$ cat src/rtl/xfer_pkg.sv
package xfer_pkg;

    typedef enum logic [3:0] {
        OP_LOOP   = 4'd0,
        OP_CALLC  = 4'd1,
        OP_CALL   = 4'd2,
        OP_RETC   = 4'd3,
        OP_RET    = 4'd4,
        OP_RST    = 4'd5,
        OP_JPPAIR = 4'd6,
        OP_RETNMI = 4'd7,
        OP_RETINT = 4'd8,
        OP_DI     = 4'd9,
        OP_EI     = 4'd10,
        OP_LDSP   = 4'd11,
        OP_LDB    = 4'd12
    } xfer_op_e;

    typedef enum logic [3:0] {
        ST_IDLE,
        ST_PRE,
        ST_DISP,
        ST_SPIN,
        ST_FLO,
        ST_FHI,
        ST_PUSHH,
        ST_PUSHL,
        ST_POPL,
        ST_POPH,
        ST_APPLY
    } seq_state_e;

endpackage

$ cat src/rtl/xfer_rel_add.sv
module xfer_rel_add #(
    parameter int AW = 16,
    parameter int DW = 8
) (
    input  logic [AW-1:0] base,
    input  logic [DW-1:0] disp,
    output logic [AW-1:0] sum
);
    localparam int EXT = AW - DW;

    logic [AW-1:0] disp_ext;

    generate
        if (EXT > 0) begin : g_ext
            assign disp_ext = {{EXT{disp[DW-1]}}, disp};
        end else begin : g_noext
            assign disp_ext = disp[AW-1:0];
        end
    endgenerate

    assign sum = base + disp_ext;
endmodule

$ cat src/rtl/xfer_cycle_meter.sv
module xfer_cycle_meter #(
    parameter int CNT_W = 4
) (
    input  logic             clk,
    input  logic             rst_n,
    input  logic             busy,
    input  logic             fin,
    output logic [CNT_W-1:0] count
);
    logic [CNT_W-1:0] run_d, run_q;
    logic [CNT_W-1:0] count_d, count_q;

    always_comb begin
        run_d   = run_q;
        count_d = count_q;
        if (fin) begin
            count_d = run_q + CNT_W'(1);
            run_d   = '0;
        end else if (busy) begin
            run_d = run_q + CNT_W'(1);
        end
    end

    always_ff @(posedge clk) begin
        if (!rst_n) begin
            run_q   <= '0;
            count_q <= '0;
        end else begin
            run_q   <= run_d;
            count_q <= count_d;
        end
    end

    assign count = count_q;
endmodule

$ cat src/rtl/xfer_seq.sv
module xfer_seq
    import xfer_pkg::*;
#(
    parameter int DW         = 8,
    parameter int CNT_W      = 4,
    parameter int TAKEN_WAIT = 5,
    parameter int LDSP_WAIT  = 2,
    parameter logic [2*DW-1:0] RESET_PC = '0,
    parameter logic [2*DW-1:0] RESET_SP = '1
) (
    input  logic            clk,
    input  logic            rst_n,
    input  logic            start,
    input  logic [3:0]      op,
    input  logic            cond,
    input  logic [2:0]      vector,
    input  logic [2*DW-1:0] pair,
    input  logic [DW-1:0]   mem_rdata,
    output logic [2*DW-1:0] mem_addr,
    output logic            mem_rd,
    output logic            mem_wr,
    output logic [DW-1:0]   mem_wdata,
    output logic [2*DW-1:0] pc,
    output logic [2*DW-1:0] sp,
    output logic [DW-1:0]   b,
    output logic            iff1,
    output logic            iff2,
    output logic            done,
    output logic [CNT_W-1:0] cycles
);
    localparam int AW       = 2 * DW;
    localparam int SPIN_MAX = (TAKEN_WAIT > LDSP_WAIT) ? TAKEN_WAIT : LDSP_WAIT;
    localparam int SPIN_W   = $clog2(SPIN_MAX + 1);
    localparam logic [SPIN_W-1:0] TAKEN_SPIN = SPIN_W'(TAKEN_WAIT - 1);
    localparam logic [SPIN_W-1:0] LDSP_SPIN  = SPIN_W'(LDSP_WAIT - 1);

    typedef struct packed {
        seq_state_e        state;
        logic [3:0]        op;
        logic              cond;
        logic [2:0]        vec;
        logic [AW-1:0]     pair;
        logic [AW-1:0]     pc;
        logic [AW-1:0]     sp;
        logic [DW-1:0]     b;
        logic              iff1;
        logic              iff2;
        logic [AW-1:0]     tgt;
        logic [SPIN_W-1:0] spin;
        logic              done;
    } seq_s;

    localparam seq_s RESET_S = '{
        state: ST_IDLE, op: '0, cond: 1'b0, vec: '0, pair: '0,
        pc: RESET_PC, sp: RESET_SP, b: '0, iff1: 1'b0, iff2: 1'b0,
        tgt: '0, spin: '0, done: 1'b0
    };

    seq_s s_d, s_q;
    logic fin;
    logic [AW-1:0] pc_inc, sp_dec, sp_inc, loop_tgt;
    logic [DW-1:0] b_dec;

    assign pc_inc = s_q.pc + AW'(1);
    assign sp_dec = s_q.sp - AW'(1);
    assign sp_inc = s_q.sp + AW'(1);
    assign b_dec  = s_q.b - DW'(1);

    xfer_rel_add #(.AW(AW), .DW(DW)) u_rel (
        .base (pc_inc),
        .disp (mem_rdata),
        .sum  (loop_tgt)
    );

    always_comb begin
        s_d       = s_q;
        s_d.done  = 1'b0;
        fin       = 1'b0;
        mem_addr  = '0;
        mem_rd    = 1'b0;
        mem_wr    = 1'b0;
        mem_wdata = '0;

        unique case (s_q.state)
            ST_IDLE: begin
                if (start) begin
                    s_d.op   = op;
                    s_d.cond = cond;
                    s_d.vec  = vector;
                    s_d.pair = pair;
                    unique case (op)
                        OP_LOOP, OP_RETC, OP_RET, OP_RST: s_d.state = ST_PRE;
                        OP_CALLC, OP_CALL:                s_d.state = ST_FLO;
                        OP_RETNMI, OP_RETINT:             s_d.state = ST_POPL;
                        OP_LDSP: begin
                            s_d.spin  = LDSP_SPIN;
                            s_d.state = ST_SPIN;
                        end
                        default:                          s_d.state = ST_APPLY;
                    endcase
                end
            end

            ST_PRE: begin
                unique case (s_q.op)
                    OP_LOOP: s_d.state = ST_DISP;
                    OP_RET:  s_d.state = ST_POPL;
                    OP_RETC: begin
                        if (s_q.cond) begin
                            s_d.state = ST_POPL;
                        end else begin
                            s_d.state = ST_IDLE;
                            s_d.done  = 1'b1;
                            fin       = 1'b1;
                        end
                    end
                    OP_RST: begin
                        s_d.tgt   = AW'(s_q.vec) << 3;
                        s_d.state = ST_PUSHH;
                    end
                    default: s_d.state = ST_PUSHH;
                endcase
            end

            ST_DISP: begin
                mem_rd   = 1'b1;
                mem_addr = s_q.pc;
                s_d.b    = b_dec;
                if (b_dec == '0) begin
                    s_d.pc    = pc_inc;
                    s_d.state = ST_IDLE;
                    s_d.done  = 1'b1;
                    fin       = 1'b1;
                end else begin
                    s_d.pc    = loop_tgt;
                    s_d.spin  = TAKEN_SPIN;
                    s_d.state = ST_SPIN;
                end
            end

            ST_SPIN: begin
                if (s_q.spin == '0) begin
                    if (s_q.op == OP_LDSP) begin
                        s_d.sp = s_q.pair;
                    end
                    s_d.state = ST_IDLE;
                    s_d.done  = 1'b1;
                    fin       = 1'b1;
                end else begin
                    s_d.spin = s_q.spin - SPIN_W'(1);
                end
            end

            ST_FLO: begin
                mem_rd          = 1'b1;
                mem_addr        = s_q.pc;
                s_d.pc          = pc_inc;
                s_d.tgt[DW-1:0] = mem_rdata;
                s_d.state       = ST_FHI;
            end

            ST_FHI: begin
                mem_rd            = 1'b1;
                mem_addr          = s_q.pc;
                s_d.pc            = pc_inc;
                s_d.tgt[AW-1:DW]  = mem_rdata;
                if (s_q.op == OP_CALL || s_q.cond) begin
                    s_d.state = ST_PRE;
                end else begin
                    s_d.state = ST_IDLE;
                    s_d.done  = 1'b1;
                    fin       = 1'b1;
                end
            end

            ST_PUSHH: begin
                mem_wr    = 1'b1;
                mem_addr  = sp_dec;
                mem_wdata = s_q.pc[AW-1:DW];
                s_d.sp    = sp_dec;
                s_d.state = ST_PUSHL;
            end

            ST_PUSHL: begin
                mem_wr    = 1'b1;
                mem_addr  = sp_dec;
                mem_wdata = s_q.pc[DW-1:0];
                s_d.sp    = sp_dec;
                s_d.pc    = s_q.tgt;
                s_d.state = ST_IDLE;
                s_d.done  = 1'b1;
                fin       = 1'b1;
            end

            ST_POPL: begin
                mem_rd          = 1'b1;
                mem_addr        = s_q.sp;
                s_d.tgt[DW-1:0] = mem_rdata;
                s_d.sp          = sp_inc;
                s_d.state       = ST_POPH;
            end

            ST_POPH: begin
                mem_rd    = 1'b1;
                mem_addr  = s_q.sp;
                s_d.pc    = {mem_rdata, s_q.tgt[DW-1:0]};
                s_d.sp    = sp_inc;
                if (s_q.op == OP_RETNMI) begin
                    s_d.iff1 = s_q.iff2;
                end
                s_d.state = ST_IDLE;
                s_d.done  = 1'b1;
                fin       = 1'b1;
            end

            ST_APPLY: begin
                unique case (s_q.op)
                    OP_JPPAIR: s_d.pc = s_q.pair;
                    OP_LDB:    s_d.b  = s_q.pair[AW-1:DW];
                    OP_DI: begin
                        s_d.iff1 = 1'b0;
                        s_d.iff2 = 1'b0;
                    end
                    OP_EI: begin
                        s_d.iff1 = 1'b1;
                        s_d.iff2 = 1'b1;
                    end
                    default: ;
                endcase
                s_d.state = ST_IDLE;
                s_d.done  = 1'b1;
                fin       = 1'b1;
            end

            default: s_d.state = ST_IDLE;
        endcase
    end

    always_ff @(posedge clk) begin
        if (!rst_n) begin
            s_q <= RESET_S;
        end else begin
            s_q <= s_d;
        end
    end

    xfer_cycle_meter #(.CNT_W(CNT_W)) u_meter (
        .clk   (clk),
        .rst_n (rst_n),
        .busy  (s_q.state != ST_IDLE),
        .fin   (fin),
        .count (cycles)
    );

    assign pc   = s_q.pc;
    assign sp   = s_q.sp;
    assign b    = s_q.b;
    assign iff1 = s_q.iff1;
    assign iff2 = s_q.iff2;
    assign done = s_q.done;
endmodule

$ cat config.mk
export PLATFORM = sky130hd
export DESIGN_NAME = xfer_seq
export DESIGN_NICKNAME = d
export VERILOG_FILES = /design/src/rtl/xfer_pkg.sv /design/src/rtl/xfer_rel_add.sv /design/src/rtl/xfer_cycle_meter.sv /design/src/rtl/xfer_seq.sv
export SDC_FILE = /design/constraint.sdc
export NUM_CORES = 1
export LEC_CHECK = 0
export BUFFER_PORTS_ARGS = -buffer_cell sky130_fd_sc_hd__buf_2
export CAP_MARGIN = 10
export CORE_ASPECT_RATIO = 1.5
export CORE_MARGIN = 5
export CORE_UTILIZATION = 50
export CTS_BUF_LIST = sky130_fd_sc_hd__clkbuf_4
export DETAILED_ROUTE_END_ITERATION = 10
export HOLD_SLACK_MARGIN = 0.03
export PLACE_DENSITY = 0.74
export SETUP_SLACK_MARGIN = 0.15
export SYNTH_ARGS = -nofsm -noshare
export SYNTH_HDL_FRONTEND = slang
export SYNTH_SLANG_ARGS = --single-unit
$ cat constraint.sdc
create_clock -name clk -period 2.79 [get_ports clk]
set_input_delay 0.4185 -clock clk [delete_from_list [all_inputs] [get_ports clk]]
set_output_delay 0.4185 -clock clk [all_outputs]
set_load 0.01 [all_outputs]
==> impl_results.md <==
- Hold Path Depth: 3
- Fin nets: 1137
- Worst-path clk slew: 0.16 ns
- XOR/XNOR Fraction of Synth Area: 4.82%
- Critical path arrival: 2.27 ns
- H-tree Lvls: 3
- Final ANT Viol Nets: 0
- Area share of fa/ha/maj cells after synthesis: 4.76%
- Initial antenna violation count: 1
- Register area share after synthesis: 27.0%
- Crit-path max FO: 6
- Final Setup Violations: 0
- Total clock sinks: 98
- CTS Buf Count: 9
- Routed WL: 24800 um
- Synth Flop Type: dfxtp_1
- Outcome: complete, no violations
- Async set or reset register ratio after synthesis: 0%
- Fmax: 372 MHz
- FF-to-FF setup slack: 0.12 ns
- DIE HEIGHT: 158 um
- Net count after synthesis: 1049
- Post-synth EDFFs: 0
- Synth Instances: 987
- Length in cells of the worst reg-to-reg path: 13
- Initial core utilization: 50.5%
- Leakage: 3.46 nW
- Tmin final: 2.68 ns
- Reg-to-reg critical path endpoint: pc[15]$_SDFFE_PN0P_
- Final worst-path cycle share: 96.2%
- Post-Syn Area per Cell: 7.36 um2
- Required @ worst endpoint: 2.37 ns
- Crit path kind: flop to output port
- Reg area: 2000 um2
- Drt wl/cell: 19.4 um
- Root Driver: clkbuf_4
- Max Cap Viol: 0
- Chip width: 108 um
- Tot Pwr: 0.00889 W
- Fill cells: 1354
- Hold Buf Count CTS: 0
- RSZ-0062 raised after global routing: yes
- First-pass GRT wire length: 37800 um
- Hold Vio Cnt, Final: 0
- Area of the multi-input gates: 4920 um2
- Drt first pass iters: 6
- Final GP Congestion: 0.984
- Setup Slack @ Placement: -0.0290 ns
- Via count: 7974
- Max Root-Sink Buffers: 2
- Synth unique cells: 80
- Crit-path cells: inv_2 -> ha_4 -> buf_4 -> buf_6 -> nand2_2 -> nor3_2 -> xnor2_1 -> nor2_1 -> a221o_1 -> buf_2
- FP Rows: 54
- Endpoint, Worst Hold: s_q[66]$_SDFFE_PN0P_
- Largest net degree at the start of global routing: 41
- Die ar.: 17100 um2
- Setup ws final: 0.105 ns
- Layout cell share with drive strength beyond 1: 26.7%
- Worst-case clock skew: 0.0158 ns
- Area Overhead vs Synth: 18.0%
- Hold_sp: pair[4]
- Fin Hold WS: 0.164 ns
- Launching point of the worst reg2reg path: pc[1]$_SDFFE_PN0P_
- Port bufs: 107
- Post-synth top area cell: dfxtp_1
- Post-synthesis compound-gate area fraction: 28.3%
- HPWL Detailed: 18100 um
- Worst Setup SP: sp[0]$_SDFFE_PN1P_
- I/O pin count: 108
- Clk Latency, worst-skew pair: 0.46 ns
- Max IR drop VDD: 573 uV
- Via/cell ratio: 6.24
- Slew HR: 46.1%
- Initial DRC count: 654
- Largest family of logic cells by synthesized area: compound AO/OA/AOI/OAI gates
- Core region area: 14400 um2
- Simple-gate share of the synthesized area: 24.4%
- Post-synth top area share: 27.0%
- Largest cells by area after synthesis: dfxtp_1, nand2_1, a21oi_1
- Worst Tran Pin Value: 0.798 ns
- CTS tree: built
- Crit end category: output port
- CP max stage delay: 0.36 ns
- PwrDens: 1040 nW/um2
- Residual DRC: 0
- Synth Register Bits: 98
- Most frequent cells in the layout: nand2_1, buf_2, nor2_1, dfxtp_1, a21oi_1
- Cell Area, Synth: 7260 um2
- Commonest non-fill, non-tap cell in the layout: nand2_1
- Synth Warn #: 0
- Max stage delay cell, worst path: dfxtp_2
- Global route total overflow: 0
- Pins Over Slew Limit: 0
- Hold crit path type: primary input to flop
- Vias in the first global route: 7235
- CP startpoint kind: flop
- GRT Util Overall: 28.1%
- Mux share of post-synthesis cell area: 1.52%
## per-layer routing
metal	wire [um]	global-route usage (%)	part of all wire [%]	vias up
met5	0	0	0	-
met4	1810	19.0	7.3	0
met3	2120	4.61	8.6	108
met2	11800	46.6	48	445
met1	9030	33.1	36	3690
li1	-	-	-	3731
## area by class of cell
type | count | area share [%]
Tap cell | 196 | 2.86
Inverter | 21 | 0.920
Clock buffer | 11 | 0.964
Sequential cell | 98 | 23.4
Multi-Input combinational cell | 758 | 57.4
Antenna cell | 1 | 0.0292
Clock inverter | 5 | 0.730
Timing Repair Buffer | 187 | 13.7
## worst max path at each step
stage | endpoint
floorplan | pc[15]$_SDFFE_PN0P_
global placement | pc[15]$_SDFFE_PN0P_
detailed placement | pc[15]$_SDFFE_PN0P_
CTS | pc[15]$_SDFFE_PN0P_
global route | pc[15]$_SDFFE_PN0P_
finish | mem_addr[6]
## flip-flops by register name, indices dropped and copies added (netlist names)
name	flops
b	8
done	1
iff1	1
iff2	1
pc	16
s_q	47
sp	16
u_meter.count	4
u_meter.run_q	4
## cells by family after synthesis
group | Yosys count
xor+xnor | 40
flops | 98
mux | 11
compound gates | 311
buf+inv | 131
fa+ha+maj | 27
simple gates | 369
## timing repair
action / in CTS / in global routing
setup buffers: 9 / 9
setup endpoints to repair: 19 / 22
pin swaps: 15 / 31
gates resized for setup: 35 / 60
## metrics by stage
stage / std cells / util, % / cell area (um2) / TNS [ns]
floorplan: 987 / - / 7260 / 0
global placement: 1242 / 55.1 / 7930 / 0
detailed placement: 1242 / 55.1 / 7930 / -0.0290
CTS: 1267 / 57.6 / 8280 / 0
global route: 1277 / 59.5 / 8570 / -0.0461
finish: 1277 / 59.5 / 8570 / 0
## synthesized netlist by cell type (all sizes together) (13+ instances only)
master,number
a221o,18
a211oi,15
buf,60
a21oi,82
inv,20
nand3,31
nor2b,15
dfxtp,98
xnor2,23
ha,26
xor2,17
o21ai,69
nor2,107
a22oi,28
nor3,21
clkbuf,50
a221oi,13
nand2,127
o211ai,18
a31oi,15
## worst max-delay path: cells and delay by family, from the launching register on
family	cells	cell delay (ns)
compound gates	1	0.33
xor+xnor	1	0.17
fa+ha+maj	1	0.13
buf+inv	4	0.43
flops	1	0.36
simple gates	3	0.38
## report_power, final
group          switching [W]  internal, W  leakage [nW]
registers           0.000644      0.00185         0.802
logic                0.00324      0.00234          2.58
clock network       0.000510     0.000299        0.0737
total                0.00440      0.00449          3.46
Power figures use the tool's default switching activity.
